$ cat config.mk
export PLATFORM = sky130hd
export DESIGN_NAME = cart_bank_ctrl
export DESIGN_NICKNAME = d
export VERILOG_FILES = /design/src/rtl/cbc_pkg.sv /design/src/rtl/cbc_bank_regs.sv /design/src/rtl/cbc_clock_regs.sv /design/src/rtl/cbc_read_map.sv /design/src/rtl/cart_bank_ctrl.sv
export SDC_FILE = /design/constraint.sdc
export NUM_CORES = 1
export LEC_CHECK = 0
export ABC_AREA = 1
export BUFFER_PORTS_ARGS = -buffer_cell sky130_fd_sc_hd__buf_2
export CORE_UTILIZATION = 40
export CTS_BUF_LIST = sky130_fd_sc_hd__clkbuf_8
export CTS_CLUSTER_DIAMETER = 40
export DETAILED_ROUTE_END_ITERATION = 10
export PLACE_DENSITY_LB_ADDON = 0.1
export SLEW_MARGIN = 5
export SYNTH_ARGS = -nofsm -noshare
export SYNTH_HDL_FRONTEND = slang
export SYNTH_SLANG_ARGS = --single-unit
$ cat constraint.sdc
create_clock -name clk_i -period 3.1 [get_ports clk_i]
set_input_delay 0.62 -clock clk_i [delete_from_list [all_inputs] [get_ports clk_i]]
set_output_delay 0.62 -clock clk_i [all_outputs]
set_load 0.005 [all_outputs]
$ cat src/rtl/cbc_pkg.sv
package cbc_pkg;

    localparam int ROM_BANK_W = 9;
    localparam int RAM_BANK_W = 8;
    localparam int ROM_OFS_W  = 14;
    localparam int RAM_OFS_W  = 13;
    localparam int ROM_AW     = ROM_BANK_W + ROM_OFS_W;
    localparam int RAM_AW     = RAM_BANK_W + RAM_OFS_W;

    localparam int              CLK_REGS     = 5;
    localparam logic [7:0]      CLK_FIRST    = 8'h08;
    localparam logic [7:0]      CLK_HI_ONES  = 8'h3E;
    localparam logic [7:0]      EN_CODE      = 8'h0A;
    localparam logic [7:0]      OPEN_BUS     = 8'hFF;

    typedef enum logic [1:0] {
        VAR_NONE  = 2'b00,
        VAR_SMALL = 2'b01,
        VAR_LARGE = 2'b10,
        VAR_SPARE = 2'b11
    } variant_e;

    typedef struct packed {
        logic [ROM_BANK_W-1:0] rom_bank;
        logic [RAM_BANK_W-1:0] ram_bank;
        logic                  ram_en;
        logic                  ram_mode;
    } bank_state_t;

endpackage

$ cat src/rtl/cbc_bank_regs.sv
module cbc_bank_regs
    import cbc_pkg::*;
(
    input  logic        clk_i,
    input  logic        rst_ni,
    input  variant_e    variant_i,
    input  logic        wr_i,
    input  logic [3:0]  addr_hi_i,
    input  logic [7:0]  wdata_i,
    output bank_state_t state_o
);

    bank_state_t st_d, st_q;
    logic [4:0]  low5_d;
    logic        active_d;

    always_comb begin
        st_d     = st_q;
        low5_d   = (wdata_i[4:0] == 5'd0) ? 5'd1 : wdata_i[4:0];
        active_d = (variant_i == VAR_SMALL) || (variant_i == VAR_LARGE);

        if (wr_i && !addr_hi_i[3] && active_d) begin
            unique case (addr_hi_i[2:1])
                2'b00: begin
                    st_d.ram_en = (wdata_i == EN_CODE);
                end
                2'b01: begin
                    if (variant_i == VAR_LARGE) begin
                        if (addr_hi_i[0]) st_d.rom_bank[8]   = wdata_i[0];
                        else              st_d.rom_bank[7:0] = wdata_i;
                    end else begin
                        st_d.rom_bank[4:0] = low5_d;
                    end
                end
                2'b10: begin
                    if (variant_i == VAR_LARGE) begin
                        st_d.ram_bank = wdata_i;
                    end else if (st_q.ram_mode) begin
                        st_d.ram_bank = {6'd0, wdata_i[1:0]};
                    end else begin
                        st_d.rom_bank[6:5] = wdata_i[1:0];
                    end
                end
                default: begin
                    if (variant_i == VAR_SMALL) begin
                        if (wdata_i[0] && !st_q.ram_mode) begin
                            st_d.ram_bank      = {6'd0, st_q.rom_bank[6:5]};
                            st_d.rom_bank[6:5] = 2'b00;
                        end else if (!wdata_i[0] && st_q.ram_mode) begin
                            st_d.rom_bank[6:5] = st_q.ram_bank[1:0];
                            st_d.ram_bank      = '0;
                        end
                        st_d.ram_mode = wdata_i[0];
                    end
                end
            endcase
        end
    end

    always_ff @(posedge clk_i) begin
        if (!rst_ni) begin
            st_q.rom_bank <= ROM_BANK_W'(1);
            st_q.ram_bank <= '0;
            st_q.ram_en   <= 1'b0;
            st_q.ram_mode <= 1'b0;
        end else begin
            st_q <= st_d;
        end
    end

    assign state_o = st_q;

endmodule

$ cat src/rtl/cbc_clock_regs.sv
module cbc_clock_regs
    import cbc_pkg::*;
#(
    parameter int NREGS = CLK_REGS
) (
    input  logic       clk_i,
    input  logic       rst_ni,
    input  logic       we_i,
    input  logic [2:0] idx_i,
    input  logic [7:0] wdata_i,
    output logic [7:0] rdata_o
);

    logic [7:0] regs_d [NREGS];
    logic [7:0] regs_q [NREGS];

    generate
        for (genvar g = 0; g < NREGS; g++) begin : g_reg
            localparam logic [7:0] ONES = (g == NREGS - 1) ? CLK_HI_ONES : 8'h00;

            always_comb begin
                regs_d[g] = regs_q[g];
                if (we_i && (idx_i == 3'(g))) regs_d[g] = wdata_i;
            end

            always_ff @(posedge clk_i) begin
                if (!rst_ni) regs_q[g] <= ONES;
                else         regs_q[g] <= regs_d[g] | ONES;
            end
        end
    endgenerate

    always_comb begin
        rdata_o = OPEN_BUS;
        for (int i = 0; i < NREGS; i++) begin
            if (idx_i == 3'(i)) rdata_o = regs_q[i];
        end
    end

endmodule

$ cat src/rtl/cbc_read_map.sv
module cbc_read_map
    import cbc_pkg::*;
#(
    parameter int ROM_BANKS = 64,
    parameter int RAM_BANKS = 4
) (
    input  logic [15:0]           addr_i,
    input  logic                  wr_i,
    input  logic                  has_clock_i,
    input  logic [ROM_BANK_W-1:0] rom_bank_i,
    input  logic [RAM_BANK_W-1:0] ram_bank_i,
    input  logic                  ram_en_i,
    input  logic [7:0]            rom_rdata_i,
    input  logic [7:0]            ram_rdata_i,
    input  logic [7:0]            clk_rdata_i,
    output logic [ROM_AW-1:0]     rom_addr_o,
    output logic [RAM_AW-1:0]     ram_addr_o,
    output logic                  ram_we_o,
    output logic                  clk_we_o,
    output logic [2:0]            clk_idx_o,
    output logic [7:0]            rdata_o
);

    localparam logic [ROM_BANK_W:0] ROM_LIMIT = (ROM_BANK_W + 1)'(ROM_BANKS);
    localparam logic [RAM_BANK_W:0] RAM_LIMIT = (RAM_BANK_W + 1)'(RAM_BANKS);
    localparam logic [7:0]          CLK_LAST  = CLK_FIRST + 8'(CLK_REGS - 1);

    logic in_lo, in_hi, in_ram;
    logic rom_ok, clk_sel, ram_ok;

    always_comb begin
        in_lo   = (addr_i[15:14] == 2'b00);
        in_hi   = (addr_i[15:14] == 2'b01);
        in_ram  = (addr_i[15:13] == 3'b101);
        rom_ok  = ({1'b0, rom_bank_i} < ROM_LIMIT);
        clk_sel = has_clock_i && (ram_bank_i >= CLK_FIRST) && (ram_bank_i <= CLK_LAST);
        ram_ok  = ram_en_i && ({1'b0, ram_bank_i} < RAM_LIMIT) && !clk_sel;

        rom_addr_o = in_hi ? {rom_bank_i, addr_i[13:0]} : {{ROM_BANK_W{1'b0}}, addr_i[13:0]};
        ram_addr_o = {ram_bank_i, addr_i[12:0]};
        // bank 8..12 maps to index 0..4 through its low three bits
        clk_idx_o  = ram_bank_i[2:0];
        ram_we_o   = wr_i && in_ram && ram_ok;
        clk_we_o   = wr_i && in_ram && clk_sel;

        if (in_lo)       rdata_o = rom_rdata_i;
        else if (in_hi)  rdata_o = rom_ok ? rom_rdata_i : OPEN_BUS;
        else if (in_ram) rdata_o = clk_sel ? clk_rdata_i : (ram_ok ? ram_rdata_i : OPEN_BUS);
        else             rdata_o = OPEN_BUS;
    end

endmodule

$ cat src/rtl/cart_bank_ctrl.sv
module cart_bank_ctrl
    import cbc_pkg::*;
#(
    parameter int ROM_BANKS = 64,
    parameter int RAM_BANKS = 4
) (
    input  logic              clk_i,
    input  logic              rst_ni,
    input  logic [1:0]        variant_i,
    input  logic              has_clock_i,
    input  logic [15:0]       cpu_addr_i,
    input  logic              cpu_wr_i,
    input  logic [7:0]        cpu_wdata_i,
    output logic [7:0]        cpu_rdata_o,
    output logic [ROM_AW-1:0] rom_addr_o,
    input  logic [7:0]        rom_rdata_i,
    output logic [RAM_AW-1:0] ram_addr_o,
    output logic              ram_we_o,
    input  logic [7:0]        ram_rdata_i
);

    variant_e    variant;
    bank_state_t bank_q;
    logic        clk_we;
    logic [2:0]  clk_idx;
    logic [7:0]  clk_rdata;

    assign variant = variant_e'(variant_i);

    cbc_bank_regs u_regs (
        .clk_i     (clk_i),
        .rst_ni    (rst_ni),
        .variant_i (variant),
        .wr_i      (cpu_wr_i),
        .addr_hi_i (cpu_addr_i[15:12]),
        .wdata_i   (cpu_wdata_i),
        .state_o   (bank_q)
    );

    cbc_clock_regs #(.NREGS(CLK_REGS)) u_clk (
        .clk_i   (clk_i),
        .rst_ni  (rst_ni),
        .we_i    (clk_we),
        .idx_i   (clk_idx),
        .wdata_i (cpu_wdata_i),
        .rdata_o (clk_rdata)
    );

    cbc_read_map #(.ROM_BANKS(ROM_BANKS), .RAM_BANKS(RAM_BANKS)) u_map (
        .addr_i      (cpu_addr_i),
        .wr_i        (cpu_wr_i),
        .has_clock_i (has_clock_i),
        .rom_bank_i  (bank_q.rom_bank),
        .ram_bank_i  (bank_q.ram_bank),
        .ram_en_i    (bank_q.ram_en),
        .rom_rdata_i (rom_rdata_i),
        .ram_rdata_i (ram_rdata_i),
        .clk_rdata_i (clk_rdata),
        .rom_addr_o  (rom_addr_o),
        .ram_addr_o  (ram_addr_o),
        .ram_we_o    (ram_we_o),
        .clk_we_o    (clk_we),
        .clk_idx_o   (clk_idx),
        .rdata_o     (cpu_rdata_o)
    );

endmodule

# After elaboration in Yosys (flattened, before gate mapping)
# Memories as Yosys holds them, arrays and structs flattened.
# Index checks and enable logic that the tools add are counted.
# totals
mem_count	1
input_bits	46
mem_bits_rw	40
ff_bits	19
output_inout_bits	53
wordCells	116
# classes
n_mux	40
n_reduce_logical	38
order_cmp	4
bitwise_logic	9
n_eq_ne	17
# memory_table
memory	words	word_bits	read_ports	rd_clocked_by_memory_dff	write_ports	line	rtl
u_clk.regs_q	5	8	5	0	5	cbc_clock_regs.sv:15	logic [7:0] regs_q [NREGS];
# ops
op	n
$mux W8	26
$mux W23	1
$logic_and A1 B1 Y1	16
$pmux W8 S2	1
$mux W2	6
$mux W5	2
$lt A9 B7 Y1 const B	1
$eq A8 B4 Y1 const B	1
$ge A8 B4 Y1 const B	1
$le A8 B4 Y1 const B	1
$lt A8 B3 Y1 const B	1
$ne A2 B2 Y1 const B	4
$reduce_and A4 Y1	2
$reduce_and A8 Y1	1
$mux W7	1
$eq A2 B1 Y1 const B	3
$eq A3 B2 Y1 const B	2
$eq A3 B3 Y1 const B	2
$pmux W2 S3	1
$reduce_and A3 Y1	2
$reduce_bool A3 Y1	2
$logic_not A5 Y1	1
$or A1 B1 Y1	5
$reduce_and A5 Y1	1
other kinds (15)	24

# Logic depth before layout (Yosys ltp)
# Gate-level depths: netlist of the first run.
# depth
ltp_word	10
ltp_mapped	12
depth_no_buf	11

# By module
# Synthesis of the first run repeated with hierarchy kept, for this count alone.
# hier_totals
cells_unflattened	560
hier_area_um2	3530.9
# by_module_without_submodules
module	n_inst	cells_each	area_each_um2	seq_area_each_um2
cbc_clock_regs	1	248	1617.8	700.7
cbc_bank_regs	1	188	1207.4	380.4
cbc_read_map	1	124	705.7	0.0

# Least setup slack after synthesis of the first run
# No wires, ideal clock.
# synth_timing
kind	input port to output port
from	input port cpu_addr_i[14]
to	output port cpu_rdata_o[0]
path_slack_ps	1064
path_buffers	0
path_stages	7
t_arrival_ps	1416
path_cell_list	inv_1 ha_1 clkinv_1 a21oi_1 nand2_1 nand2_1 nand2_1
# synth_between
elab_chain_len	4
# synth_lines
item	line	rtl
start, declared	cart_bank_ctrl.sv:11	input logic [15:0] cpu_addr_i,
$eq A3 B3 Y1	cbc_read_map.sv:34	in_ram = (addr_i[15:13] == 3'b101);
$mux W8	cbc_read_map.sv:48	else if (in_ram) rdata_o = clk_sel ? clk_rdata_i : (ram_ok ? ram_rdata_i : OPEN_BUS);
$mux W8	cbc_read_map.sv:47	else if (in_hi) rdata_o = rom_ok ? rom_rdata_i : OPEN_BUS;
$mux W8 (*)	cbc_read_map.sv:46	if (in_lo) rdata_o = rom_rdata_i;
end, declared	cart_bank_ctrl.sv:14	output logic [7:0] cpu_rdata_o,
# Every way passes the cells marked *; elsewhere a longest branch is shown, timed or not.

# Worst setup path in the final report of the first run
# layout_timing
from	register u_regs.st_q (netlist bit u_regs.state_o[3])
to	output port cpu_rdata_o[7]
# layout_between
elab_chain_len	10
# layout_lines
item	line	rtl
start, declared	cbc_bank_regs.sv:13	bank_state_t st_d, st_q;
start signal, assigned	cbc_bank_regs.sv:67	st_q <= st_d;
$ge A8 B4 Y1 or $logic_not A3 Y1 (tied branches)	cbc_read_map.sv:36, cbc_clock_regs.sv:36	
$logic_and A1 B1 Y1 or $mux W8 (tied branches) (2 in a row)	cbc_read_map.sv:36, cbc_clock_regs.sv:36	
$logic_not A1 Y1 or $mux W8 (tied branches)	cbc_read_map.sv:37, cbc_clock_regs.sv:36	
$logic_and A1 B1 Y1 or $mux W8 (tied branches)	cbc_read_map.sv:37, cbc_clock_regs.sv:36	
$mux W8 (on tied branches)	cbc_read_map.sv:48, cbc_clock_regs.sv:36	
$mux W8 (*) (2 in a row)	cbc_read_map.sv:48	
$mux W8 (*)	cbc_read_map.sv:47	
$mux W8 (*)	cbc_read_map.sv:46	
# Marks and branches as above.

==> flow_metrics.py, run 1 <==
metrics = {
    "outcome": {
        "status": "complete, no violations",
    },
    "synth": {
        "ys_seq_area_share_pct": 31.15,
        "synth.largest_area_cell": "dfxtp_1",
        "synth_area_sq_um": 3471,
        "syn_avg_cell_area_sq_um": 6.254,
        "synthDistinctLibCells": 32,
        "synth_ff_type": "dfxtp_1",
        "yosysTopAreaCellShare_pct": 31.15,
        "synth.area.top_cells": "dfxtp_1 31%, nand2_1 17%, nor2_1 9.6%",
        "synth_edf_count": 0,
        "synth_nets": 609,
        "synth-async-reset-ratio_pct": 0,
        "syn_inst": 555,
        "synth_warnings": 0,
        "synth_most_common_cell": "nand2_1",
        "ys_seq_elements": 54,
        "synthTopCellsByCount": "154 x nand2_1, 89 x nor2_1, 54 x dfxtp_1, 54 x inv_1, 46 x a21oi_1",
    },
    "clock_network": {
        "clockRootBuffer": "clkbuf_8",
        "cts_made_buffers": 5,
        "ctsHoldBuffers": 0,
        "clk_latency_ps": 320,
        "post_cts_buffers": 0,
        "cts_tree": "built",
        "cts.repair.resized": 0,
        "clkSinkCount": 54,
        "clk_pin_slew_ps": 120,
        "htreeDepth": 2,
        "cts.path.max_buffers": 2,
    },
    "route": {
        "drt_iter0_drc": 194,
        "routed_wl_um": 9344,
        "drt.antenna.violating_nets": 0,
        "vias": 3355,
        "drt-vias-per-instance": 4.970,
        "drc_errors": 0,
        "dr.pass1.iters": 4,
        "wl_per_cell_um": 13.84,
    },
    "setup_path": {
        "crit_buf_inv": 2,
        "crit_family": "simple AND/OR/NAND/NOR gates",
        "cp-start-kind": "register",
        "path_class": "register to output port",
        "path_cells": "nand2_2 > nor2_4 > inv_1 > nand3_1 > nand2_1 > nand3_1 > nand2_1 > nand2_1 > nand2_1 > buf_2",
        "required_ps": 2480,
        "worst_path_max_delay_cell": "dfxtp_1",
        "crit_arrival_ps": 2130,
        "max_stage_delay_ps": 560,
        "reg2reg_slack_ps": 920,
        "critPathCaptureType": "output port",
        "worstPathMaxFanout": 17,
        "cp_common_cell": "nand2_1",
    },
    "global_routing": {
        "grtUsageTotal_pct": 21.24,
        "antenna_found_initial": 0,
        "grt_max_degree": 34,
        "grt_pass1_wl_um": 14800,
        "grt_pass1_vias": 2954,
        "overflow": 0,
    },
    "sta": {
        "finClkSkew_ps": 9.354,
        "drv_slew": 0,
        "setup_tns_ps": 0,
        "finalHoldViolCount": 0,
        "fin_ws_ps": 347.2,
        "fin_crit_sh_pct": 88.80,
        "slew_headroom_pct": 48.53,
        "finalSetupViolCount": 0,
        "fin_crit_ps": 2753,
        "fmax_ghz": 0.3633,
        "tightest_slew_ps": 771.2,
        "rsz0062_at_grt": "no",
    },
    "power": {
        "p_leak_uw": 0.001796,
        "irDropWorstVdd_mv": 0.2003,
        "power_density_nw_per_um2": 352.2,
    },
    "final_layout": {
        "layout.nets": 623,
        "n_antenna_cell": 0,
        "area_growth_pct": 5.119,
        "stdcell_area_sq_um": 3649,
        "drive_gt1_share_pct": 15.61,
    },
    "run": {
        "drv_cap": 0,
    },
    "placed_design": {
        "gp_congestion": 0.8092,
        "dp_slack_ps": 630.0,
        "dp_hpwl_um": 6741,
        "io_buffers": 62,
        "placedInstanceArea_sq_um": 3553,
    },
    "floorplan": {
        "die_w_um": 95.15,
        "core-area_sq_um": 8299,
        "rows": 33,
        "fp.dieH_um": 95.15,
        "pin_count": 99,
        "die_area_sq_um": 9054,
        "start_util_pct": 41.82,
    },
    "worst_hold_path": {
        "hold_path_class": "register to register",
    },
}
## cell usage in the layout, fill, tap and decap left out, types with 8 or more instances in the layout
cell type  synthesis  layout
nand4_1           13      13
dfxtp_1           54      54
nand3_1           25      25
nand3b_1           8       8
nor2_1            89      89
ha_1               8       8
inv_1             54      54
a21oi_1           46      46
buf_2              6      62
nand2_1          154     154
o21ai_0           10      10
## routing by layer
metal  global-route usage, %  up-vias  wire length [um]
met5                       0        -                 0
met4                   5.934        0               156
met3                   2.871       13               323
met2                   33.93       71              4280
met1                   29.70     1538              4584
li1                        -     1733                 -
## sequential cells by signal, summed over array words and instances (netlist names)
| register | count |
|---|---|
| u_regs.state_o | 19 |
| u_clk.regs_q | 35 |
## worst min-delay path: cells and delay by family (launching register included)
kind,cells,cell delay [ps]
flip-flops,1,320
AO/OA/AOI/OAI,1,50
buffers and inverters,1,60
## cell type report
| class | count | area [sq um] |
|---|---|---|
| inverter | 62 | 232.7 |
| fill | 901 | 4651 |
| multi-input combinational | 382 | 1783 |
| clock inverter | 3 | 26.28 |
| clock buffer | 5 | 68.82 |
| timing repair buffer | 64 | 325.3 |
| tap | 105 | 131.4 |
| sequential | 54 | 1081 |
## metrics by stage
step                power [uW]  instances  hold slack, ps  utilization (%)
floorplan                825.3        555           429.4                -
global placement         860.0        667           439.4            42.82
detailed placement       861.2        667           445.4            42.82
CTS                       1300        675           463.4            43.96
global route              1339        675           494.4            43.96
finish                    1285        675           461.5            43.96
## report_power, final
group,total [uW],switching (uW),internal (uW)
sequential,699,2.03,697
combinational,146,95.9,50.2
clock,440,271,169
## path summary, 6_finish.rpt
check | startpoint | endpoint | cells after the start
hold reg to reg | u_regs.state_o[11] | u_regs.state_o[11] | 2
setup reg to reg | u_regs.state_o[3] | u_clk.regs_q[3][2] | 10
hold / removal | u_regs.state_o[11] | u_regs.state_o[11] | 2
setup / recovery | u_regs.state_o[3] | cpu_rdata_o[7] | 10
## cells by family (layout without fill, tap and decap cells)
group	Yosys count	count (layout)	synth area share, %
and+or+nand+nor	309	309	38.61
buffers and inverters	119	134	17.48
AOI/OAI and AO/OA	65	65	9.877
DFF	54	54	31.15
adders and majority gates	8	8	2.884
No activity file was read; power rests on OpenSTA's default activity.
==> run 2: changes to the inputs <==
Clock period 3.1 ns to 2.2 ns, I/O delays scaled along.
==> run 2 against run 1 <==
Flip-flop and latch count is the same; sequential share of layout area decreased by 2.1 points; worst hold slack got worse by 1.7 ps; wire length increased by 2.7%; non-clock buffer count increased by 26; critical path depth up 1; core utilization grew 3.9 points; global-route usage up 0.77 points.
==> flow_metrics.py, run 2 (synthesized netlist as in run 1, its figures left out) <==
metrics = {
    "worst_hold_path": {
        "hold_path_class": "register to register",
        "hold_path_depth": 2,
        "min_to": "u_regs.state_o[11]",
        "worstHoldStart": "u_regs.state_o[11]",
    },
    "final_layout": {
        "drive_gt1_share_pct": 23.45,
        "n_antenna_cell": 0,
        "top_register": "u_clk.regs_q",
        "stdcell_area_sq_um": 3971,
        "area_growth_pct": 14.42,
        "largest_register_ffs": 35,
        "mostFrequentLayoutCell": "nand2_1",
        "layout.nets": 650,
        "final_cell_mix": "144 x nand2_1, 86 x nor2_1, 62 x buf_2",
    },
    "setup_path": {
        "critPathCaptureType": "output port",
        "r2r-end": "u_clk.regs_q[3][2]",
        "cp-start-kind": "register",
        "crit_arrival_ps": 1730,
        "crit_buf_inv": 3,
        "cp_common_cell": "nand2_1",
        "crit_start": "u_regs.state_o[4]",
        "path_class": "register to output port",
        "worstPathMaxFanout": 6,
        "r2r_cells": 10,
        "max_stage_delay_ps": 380,
        "required_ps": 1760,
        "reg2reg_slack_ps": 290,
        "crit_family": "simple AND/OR/NAND/NOR gates",
        "rr_startpoint": "u_regs.state_o[9]",
        "path_cells": "inv_2 > nand2_4 > nor2_4 > inv_1 > nand3_1 > nand2_1 > nand3_1 > nand2_1 > nand2_1 > nand2_1 > buf_2",
        "worst_path_max_delay_cell": "dfxtp_4",
    },
    "placed_design": {
        "placedInstanceArea_sq_um": 3666,
        "dp_hpwl_um": 7014,
        "dp_slack_ps": 176.3,
        "gp_congestion": 0.8557,
        "io_buffers": 62,
    },
    "route": {
        "drt.antenna.violating_nets": 0,
        "dr.pass1.iters": 4,
        "routed_wl_um": 9593,
        "vias": 3410,
        "drc_errors": 0,
        "drt_iter0_drc": 204,
        "drt-vias-per-instance": 4.858,
        "wl_per_cell_um": 13.67,
    },
    "sta": {
        "finalHoldViolCount": 0,
        "fin_ws_ps": 34.66,
        "drv_slew": 0,
        "tightest_slew_ps": 344.3,
        "finClkSkew_ps": 10.06,
        "finalSetupViolCount": 0,
        "fin_crit_ps": 2165,
        "fin_crit_sh_pct": 98.42,
        "fmax_ghz": 0.4618,
        "slew_headroom_pct": 76.87,
        "rsz0062_at_grt": "yes",
    },
    "power": {
        "p_leak_uw": 0.001951,
        "p_total_uw": 1892,
        "power_density_nw_per_um2": 476.4,
        "irDropWorstVdd_mv": 0.2852,
    },
    "floorplan": {
        "die_w_um": 95.15,
        "core-area_sq_um": 8299,
        "die_area_sq_um": 9054,
        "fp.dieH_um": 95.15,
        "rows": 33,
        "start_util_pct": 41.82,
        "pin_count": 99,
    },
    "global_routing": {
        "grt_pass1_vias": 3063,
        "grt_pass1_wl_um": 15170,
        "grtUsageTotal_pct": 22.01,
        "antenna_found_initial": 0,
        "grt_max_degree": 34,
        "overflow": 0,
    },
    "clock_network": {
        "htreeDepth": 2,
        "clockRootBuffer": "clkbuf_8",
        "clkSinkCount": 54,
        "ctsHoldBuffers": 0,
        "cts_made_buffers": 5,
        "clk_latency_ps": 320,
        "cts.path.max_buffers": 2,
        "cts_tree": "built",
        "clk_pin_slew_ps": 110,
    },
    "run": {
        "drv_cap": 0,
    },
    "outcome": {
        "status": "complete, no violations",
    },
}
-- run 2: changes by cell type in the layout (fill, tap and decap cells not counted), moves of 3 or more --
cell	delta
buf_4	+25
nand2_1	-10
nand2_2	+9
nand3_1	-5
nand3_2	+5
dfxtp_1	-4
dfxtp_4	+3
inv_2	-3
inv_4	+3
nor2_1	-3
-- run 2: worst reg2reg max path, delay by kind of cell, from the launching register on --
kind                   cells  cell delay [ps]
AND/OR/NAND/NOR            7             1000
buffers and inverters      3              470
flip-flops                 1              340
-- run 2: stage by stage --
| step | TNS [ps] | hold slack (ps) | cells | util [%] |
|---|---|---|---|---|
| 2_1_floorplan | 0 | 429.4 | 555 | - |
| 3_3_place_gp | 0 | 439.4 | 682 | 44.17 |
| 3_5_place_dp | 0 | 448.5 | 682 | 44.17 |
| 4_1_cts | 0 | 464.7 | 696 | 46.28 |
| 5_1_grt | -487.0 | 480.4 | 702 | 47.85 |
| 6_report | 0 | 459.9 | 702 | 47.85 |
-- run 2: layout make-up --
type	instances	area, sq um
fill	868	4328
multi-input combinational	383	1869
sequential	54	1094
timing repair buffer	90	524.3
inverter	62	240.2
tap	105	131.4
clock buffer	5	68.82
clock inverter	3	43.79
-- run 2: power by group --
group / switching (uW) / internal, uW
Combinational: 140 / 81.5
Clock: 347 / 342
Sequential: 3.05 / 978
-- run 2: layer usage --
metal,track usage (%),share of wire [%],up-vias
li1,-,-,1797
met1,29.20,46,1520
met2,36.96,48,81
met3,3.349,5.4,12
met4,5.808,1.2,0
met5,0,0,-
-- run 2: worst max-delay path by stage --
stage | to | slack (ps) | cells past startpoint
6_report | cpu_rdata_o[0] | 30 | 11
2_1_floorplan | cpu_rdata_o[6] | 460 | 9
3_3_place_gp | cpu_rdata_o[2] | 210 | 9
4_1_cts | cpu_rdata_o[3] | 7 | 10
3_5_place_dp | cpu_rdata_o[2] | 180 | 9
5_1_grt | cpu_rdata_o[3] | -90 | 12
-- run 2: repair_timing --
action	in CTS	in global routing
pin swaps	2	16
buffers inserted	5	6
gates resized for setup	8	26
gates cloned	1	0
setup endpoints to repair	8	8
